==> config.mk <==
export PLATFORM = sky130hd
export DESIGN_NAME = ivt_channel
export DESIGN_NICKNAME = d
export VERILOG_FILES = /design/src/rtl/ivt_pkg.sv /design/src/rtl/ivt_gate_ctrl.sv /design/src/rtl/ivt_elapsed.sv /design/src/rtl/ivt_out_decode.sv /design/src/rtl/ivt_channel.sv
export SDC_FILE = /design/constraint.sdc
export NUM_CORES = 1
export LEC_CHECK = 0
export ABC_CLOCK_PERIOD_IN_PS = 6400
export BUFFER_PORTS_ARGS = -buffer_cell sky130_fd_sc_hd__buf_2
export CORE_ASPECT_RATIO = 0.75
export CORE_UTILIZATION = 52
export DETAILED_ROUTE_END_ITERATION = 16
export PLACE_DENSITY = 0.71
export SLEW_MARGIN = 20
export SYNTH_ARGS = -nofsm -noshare
export SYNTH_HDL_FRONTEND = slang
export SYNTH_SLANG_ARGS = --single-unit
==> constraint.sdc <==
create_clock -name clk -period 6.4 [get_ports clk]
set_input_delay 0.64 -clock clk [delete_from_list [all_inputs] [get_ports clk]]
set_output_delay 0.64 -clock clk [all_outputs]
set_load 0.1 [all_outputs]
==> src/rtl/ivt_pkg.sv <==
// Shared types and mode helpers for the interval counter channel.
// Assumes mode codes 6 and 7 fold onto 2 and 3.
package ivt_pkg;

    typedef enum logic [2:0] {
        M_TERM    = 3'd0,
        M_ONESHOT = 3'd1,
        M_RATE    = 3'd2,
        M_SQUARE  = 3'd3,
        M_SWSTB   = 3'd4,
        M_HWSTB   = 3'd5
    } ivt_mode_e;

    // Map a raw 3-bit code to one of the six modes.
    function automatic ivt_mode_e fold_mode(input logic [2:0] code);
        case (code)
            3'd6:    return M_RATE;
            3'd7:    return M_SQUARE;
            default: return ivt_mode_e'(code);
        endcase
    endfunction

    // True when the gate level pauses counting.
    function automatic logic gate_is_level(input ivt_mode_e m);
        return (m == M_TERM) || (m == M_SWSTB);
    endfunction

    // True when the rate or square mode restarts automatically each period.
    function automatic logic is_periodic(input ivt_mode_e m);
        return (m == M_RATE) || (m == M_SQUARE);
    endfunction

endpackage

==> src/rtl/ivt_gate_ctrl.sv <==
// Gate handling: detects a rising gate edge and turns raw ticks into count steps.
// Assumes gate is synchronous to clk. A restart is raised only in edge-triggered modes.
module ivt_gate_ctrl
    import ivt_pkg::*;
(
    input  logic      clk,
    input  logic      rst_n,
    input  logic      gate,
    input  logic      tick,
    input  ivt_mode_e mode_q,
    output logic      restart,
    output logic      step
);

    logic gate_q;

    // Remember the previous gate level for edge detection.
    always_ff @(posedge clk) begin
        if (!rst_n) gate_q <= 1'b0;
        else        gate_q <= gate;
    end

    // Decide restart and step from the mode class.
    always_comb begin
        restart = gate && !gate_q && !gate_is_level(mode_q);
        step    = tick && (gate_is_level(mode_q) ? gate : 1'b1);
    end

endmodule

==> src/rtl/ivt_elapsed.sv <==
// Timing state: captured period and mode, elapsed tick count with a
// past-terminal flag, and the phase within a period for periodic modes.
// Assumes a load takes priority over a restart, and a restart over a step.
module ivt_elapsed
    import ivt_pkg::*;
#(
    parameter int CW = 16,
    localparam int PW = CW + 1
) (
    input  logic          clk,
    input  logic          rst_n,
    input  logic          load_stb,
    input  logic [CW-1:0] load_val,
    input  logic [2:0]    mode_in,
    input  logic          restart,
    input  logic          step,
    output ivt_mode_e     mode_q,
    output logic [PW-1:0] per,
    output logic [PW-1:0] elapsed,
    output logic          past,
    output logic [PW-1:0] phase,
    output logic          wrapped
);

    localparam logic [PW-1:0] FULL = PW'(1) << CW;

    logic [PW-1:0] phase_nx;

    // Next phase value inside the current period.
    always_comb phase_nx = phase + 1'b1;

    // Update the timing state on load, restart or step.
    always_ff @(posedge clk) begin
        if (!rst_n) begin
            mode_q  <= M_TERM;
            per     <= FULL;
            elapsed <= '0;
            past    <= 1'b0;
            phase   <= '0;
            wrapped <= 1'b0;
        end else if (load_stb) begin
            mode_q  <= fold_mode(mode_in);
            per     <= (load_val == '0) ? FULL : {1'b0, load_val};
            elapsed <= '0;
            past    <= 1'b0;
            phase   <= '0;
            wrapped <= 1'b0;
        end else if (restart) begin
            elapsed <= '0;
            past    <= 1'b0;
            phase   <= '0;
            wrapped <= 1'b0;
        end else if (step) begin
            elapsed <= elapsed + 1'b1;
            if (elapsed == per) past <= 1'b1;
            if (phase_nx == per) begin
                phase   <= '0;
                wrapped <= 1'b1;
            end else begin
                phase   <= phase_nx;
            end
        end
    end

endmodule

==> src/rtl/ivt_out_decode.sv <==
// Turns the timing state into the visible count and the output pin level.
// Purely combinational; assumes phase < per and per in 1..2^CW.
module ivt_out_decode
    import ivt_pkg::*;
#(
    parameter int CW = 16,
    localparam int PW = CW + 1
) (
    input  ivt_mode_e     mode_q,
    input  logic [PW-1:0] per,
    input  logic [PW-1:0] elapsed,
    input  logic          past,
    input  logic [PW-1:0] phase,
    input  logic          wrapped,
    output logic [CW-1:0] count,
    output logic          out
);

    logic [PW:0] dbl;
    logic        first_half;
    logic        at_term;

    // Helper terms: doubled phase, half-period test, terminal hit.
    always_comb begin
        dbl        = {phase, 1'b0};
        first_half = dbl < {1'b0, per};
        at_term    = (elapsed == per);
    end

    // Select count and output per mode.
    always_comb begin
        count = per[CW-1:0] - elapsed[CW-1:0];
        out   = 1'b0;
        case (mode_q)
            M_TERM, M_ONESHOT: out = past || at_term;
            M_RATE: begin
                count = per[CW-1:0] - phase[CW-1:0];
                out   = !(wrapped && (phase == '0));
            end
            M_SQUARE: begin
                count = first_half ? (per[CW-1:0] - dbl[CW-1:0])
                                   : ((per[CW-1:0] << 1) - dbl[CW-1:0]);
                out   = first_half;
            end
            M_SWSTB, M_HWSTB: out = at_term && !past;
            default: out = 1'b0;
        endcase
    end

endmodule

==> src/rtl/ivt_channel.sv <==
// Top of one programmable interval counter channel.
// Assumes tick, gate and load_stb are synchronous single-cycle-qualified inputs.
module ivt_channel
    import ivt_pkg::*;
#(
    parameter int CW = 16,
    localparam int PW = CW + 1
) (
    input  logic          clk,
    input  logic          rst_n,
    input  logic          tick,
    input  logic          load_stb,
    input  logic [CW-1:0] load_val,
    input  logic [2:0]    mode,
    input  logic          gate,
    output logic [CW-1:0] count,
    output logic          out
);

    ivt_mode_e     mode_q;
    logic [PW-1:0] per;
    logic [PW-1:0] elapsed;
    logic [PW-1:0] phase;
    logic          past;
    logic          wrapped;
    logic          restart;
    logic          step;

    ivt_gate_ctrl u_gate (
        .clk     (clk),
        .rst_n   (rst_n),
        .gate    (gate),
        .tick    (tick),
        .mode_q  (mode_q),
        .restart (restart),
        .step    (step)
    );

    ivt_elapsed #(.CW(CW)) u_time (
        .clk      (clk),
        .rst_n    (rst_n),
        .load_stb (load_stb),
        .load_val (load_val),
        .mode_in  (mode),
        .restart  (restart),
        .step     (step),
        .mode_q   (mode_q),
        .per      (per),
        .elapsed  (elapsed),
        .past     (past),
        .phase    (phase),
        .wrapped  (wrapped)
    );

    ivt_out_decode #(.CW(CW)) u_dec (
        .mode_q  (mode_q),
        .per     (per),
        .elapsed (elapsed),
        .past    (past),
        .phase   (phase),
        .wrapped (wrapped),
        .count   (count),
        .out     (out)
    );

endmodule

==> run summary <==
The run gives 28.7% as the share of power burned in registers. The first detailed-routing pass ran for 7 iterations. The number of cells in the finished layout apart from fillers is 854. Routability-driven placement finished with a final weighted congestion of 0.970. TritonCTS built the clock tree. Critical path data required time: 5.76 ns. The tools report the cell-internal power as 832 uW.

In the layout the commonest cells are 70 x nand2_1, 57 x dfxtp_1, 55 x nor2_1. Count of clock tree sinks: 57. During placement, the flow inserted port buffers numbering 40. Yosys attributes the largest share of cell area to dfxtp_1 22%, ha_1 11%, xnor2_1 8.8%. VDD sags by at most 0.000174 V.

Setup violations remaining at the end of the flow were counted as 0. The critical path goes through ha_1 -> a211oi_1 -> o21ai_0 -> a2111oi_0 -> a211o_1 -> and2_1 -> nor2_1 -> a21oi_1 -> ha_1 -> fa_1 -> nor2b_1 -> o31ai_1 -> a21oi_1 -> o2111ai_1 -> nand4b_1 -> a311o_1 -> xor2_1 -> mux2i_1 -> buf_2. The worst setup path is of the register to output pin kind. The tools report the hold violation count in the final report as 0. Clock skew on the completed layout was measured at 0.00744 ns. Synthesis inferred 57 register bits. The HPWL reported at the end of detailed placement came out at 12.1 mm. For this design the static power due to leakage is 2.45 nW.

The tools report the via count of the first global-routing pass as 4,748. The vertical die dimension came out at 89.3 um. The top-area cell type share of the netlist area is 21.6%, and the detailed-route wire length per cell is 18.1 um. The clock root buffer master is clkbuf_16. Across the run, the number of max-cap violations was 0. The buffer and inverter count on the worst path is 1.

The aggregate global routing overflow was 0; the area taken by flip-flops and latches was 0.00114 mm2. From synthesis to final layout, the design area changed by 12.7%. The count of filler cells inserted in the layout is 898, and the net switching fraction of the power is 37.1%. The run gives 5,172 as the detailed-route via count.

The run gives 0.00390 mm2 as the multi-input logic area. Die extent in x: 118 um. The first global-routing pass estimated 24.7 mm of wire. Cell total after placement: 839. In the synthesized netlist the dominant register cell turns out to be dfxtp_1.

Power comes to 1.32 mW. The number of remaining DRC errors was 0. After synthesis the cells add up to 0.00528 mm2. Setup repair after global routing left no endpoint under its margin. Across every metal layer, demand over resource in global routing totals 30.5%.

For the number of buffers between clock root and the deepest sink, the log shows 2. The run finished with clean final reports. The clock slew at the register clock pins of the worst setup and hold paths came out at 0.05 ns. 41 I/O pins were placed. The maximum fanout count along the critical path was 11; the shortest period the worst path allows was 5.92 ns. The tools report the reg-to-reg startpoint as u_time.phase[0].

Launching instance or port of the critical path: u_time.phase[10]. At the end of the flow, the number of nets in the layout was 792. The worst hold path begins at u_time.wrapped.

The largest total area in the synthesized netlist belongs to dfxtp_1. After floorplanning, the core was divided into 31 placement rows. Post-CTS timing repair inserted 0 buffers for setup. The tools report the initial core utilization as 54.0%. The worst pin sits at a relative slew slack of 57.0%. The region available for standard cell placement spans 0.00977 mm2. The tools report the pin count of the biggest net entering global routing as 31.

Leaving out fill and tap cells, the most frequent cell in the layout is nand2_1. The max-slew violation total from the final report was 0. The number of enable flip-flop cells after synthesis is 0. The slowest stage of the critical path is the dfxtp_1 cell.

The clock power share is 38.1%, and the source-to-sink clock delay at the later pin of the worst-skew pair is 0.33 ns. The delay of the slowest cell on the worst path came out at 0.57 ns. The number of warnings printed during yosys synthesis came out at 0. The share of the Yosys chip area taken by registers is 21.6%. The power density over the cells came out at 222 mW/mm2. The initial antenna violation count was 0; the via density per instance was 6.06. For the number of nets produced by synthesis, the log shows 755. The worst setup path is captured at an output pin.

For the pin with the worst max-slew slack, the measured transition is 0.646 ns. Once layout is complete, the utilization of the core stands at 60.9%. Timing would allow up to 169 MHz. The tools report the H-tree depth as 3.

The die covers 0.0106 mm2. A synthesized cell averages 7.76 um2. Share of final-layout standard cells stronger than drive strength 1: 11.6%.

The netlist uses 64 different library cells. Async set or reset register ratio after synthesis: 0%. The count of nets left with antenna violations once routing finished came out at 0.

Combinational logic burns 33.2% of the power. The critical path data arrival time was 5.28 ns. The post-synthesis cell count came out at 681. The clock buffer count from CTS is 9, and the switching power of the nets is 491 uW.

The number of inserted diodes is 0, and the accumulated negative setup slack is 0 ns. The path category of the worst min-delay check is register to register. The kind of cell adding the most delay to the critical path is compound AO/OA/AOI/OAI gates.

In this run, post-CTS repair resized a total of 0 instances. The hold-fix buffer count after cts was 0. The worst path uses 92.5% of the clock period. The logs give 15.5 mm for the total wire length after detailed routing and 611 for the initial DRC count. The tools report the launching element type of the critical path as a register.
metal layers:
metal | track usage (%) | routed length (um)
met4 | 11.4 | 333
met3 | 5.55 | 1480
met2 | 45.6 | 6230
met1 | 43.8 | 7420
met5 | 0 | 0
cell families (layout without fill, tap and decap cells):
group | Yosys count | count (layout) | synth area share, %
flops | 57 | 57 | 21.6
xor+xnor | 84 | 84 | 13.9
buf+inv | 62 | 103 | 4.71
fa+ha+maj | 50 | 50 | 12.1
compound gates | 142 | 142 | 17.8
mux | 24 | 24 | 4.57
simple gates | 262 | 262 | 25.3
final cells by class:
| type | count | share of cell area [%] |
|---|---|---|
| well taps | 132 | 2.78 |
| repair buffers | 54 | 5.13 |
| clock buffers | 13 | 4.71 |
| inverters | 34 | 2.14 |
| multi-input cells | 562 | 65.5 |
| flip-flops and latches | 57 | 19.2 |
| clock inverters | 2 | 0.589 |
flip-flops by register name (all words and copies together), names as in the netlist:
name	cells
u_time.per	17
u_time.wrapped	1
u_time.past	1
u_gate.gate_q	1
u_time.phase	17
u_time.elapsed	17
u_time.mode_q	3
metrics by stage:
stage | worst slack (ns) | hold WS [ns] | cell area [um2]
floorplan | 0.0158 | 0.436 | 5280
global placement | 1.04 | 0.462 | 5640
detailed placement | 0.859 | 0.470 | 5640
CTS | 0.514 | 0.484 | 5950
global route | 0.112 | 0.536 | 5950
finish | 0.479 | 0.482 | 5950
power groups by stage:
stage          registers, mW  clock network, mW  logic, mW
3_5_place_dp           0.386                  0      0.435
6_report               0.380              0.504      0.440
4_1_cts                0.379              0.507      0.436
3_3_place_gp           0.386                  0      0.429
2_1_floorplan          0.382                  0      0.355
5_1_grt                0.381              0.523      0.471
path summary, 6_finish.rpt:
| kind | endpoint | slack (ns) | depth (start not counted) |
|---|---|---|---|
| max | count[15] | 0.48 | 19 |
| min | u_time.wrapped | 0.48 | 2 |
| max reg2reg | u_time.phase[7] | 3.27 | 9 |
| min reg2reg | u_time.wrapped | 0.48 | 2 |
cell usage after synthesis (all sizes together), types with 4 or more instances:
cell / instances
nor4: 11
nand2: 71
and2: 14
xnor2: 53
inv: 34
a21oi: 27
xor2: 31
a21o: 8
a211oi: 5
and4: 5
nand3: 29
nand3b: 5
buf: 11
dfxtp: 57
a22o: 13
o211ai: 4
nor2b: 13
nor3: 17
nor2: 55
o21ai: 44
or3: 5
o31ai: 5
o21a: 9
clkbuf: 17
and3: 10
mux2i: 23
nand2b: 7
ha: 48
nand4: 14
worst register-to-register path, cell delays in order (launching register included):
cell      delay [ns]
dfxtp_1         0.54
ha_1            0.42
nand4_4         0.18
nor3_4          0.33
nand3_1         0.22
nand3b_1        0.25
a221oi_2        0.33
nand4_1         0.35
a32oi_1         0.29
o41ai_1         0.10
No activity file was read; power rests on OpenSTA's default activity.
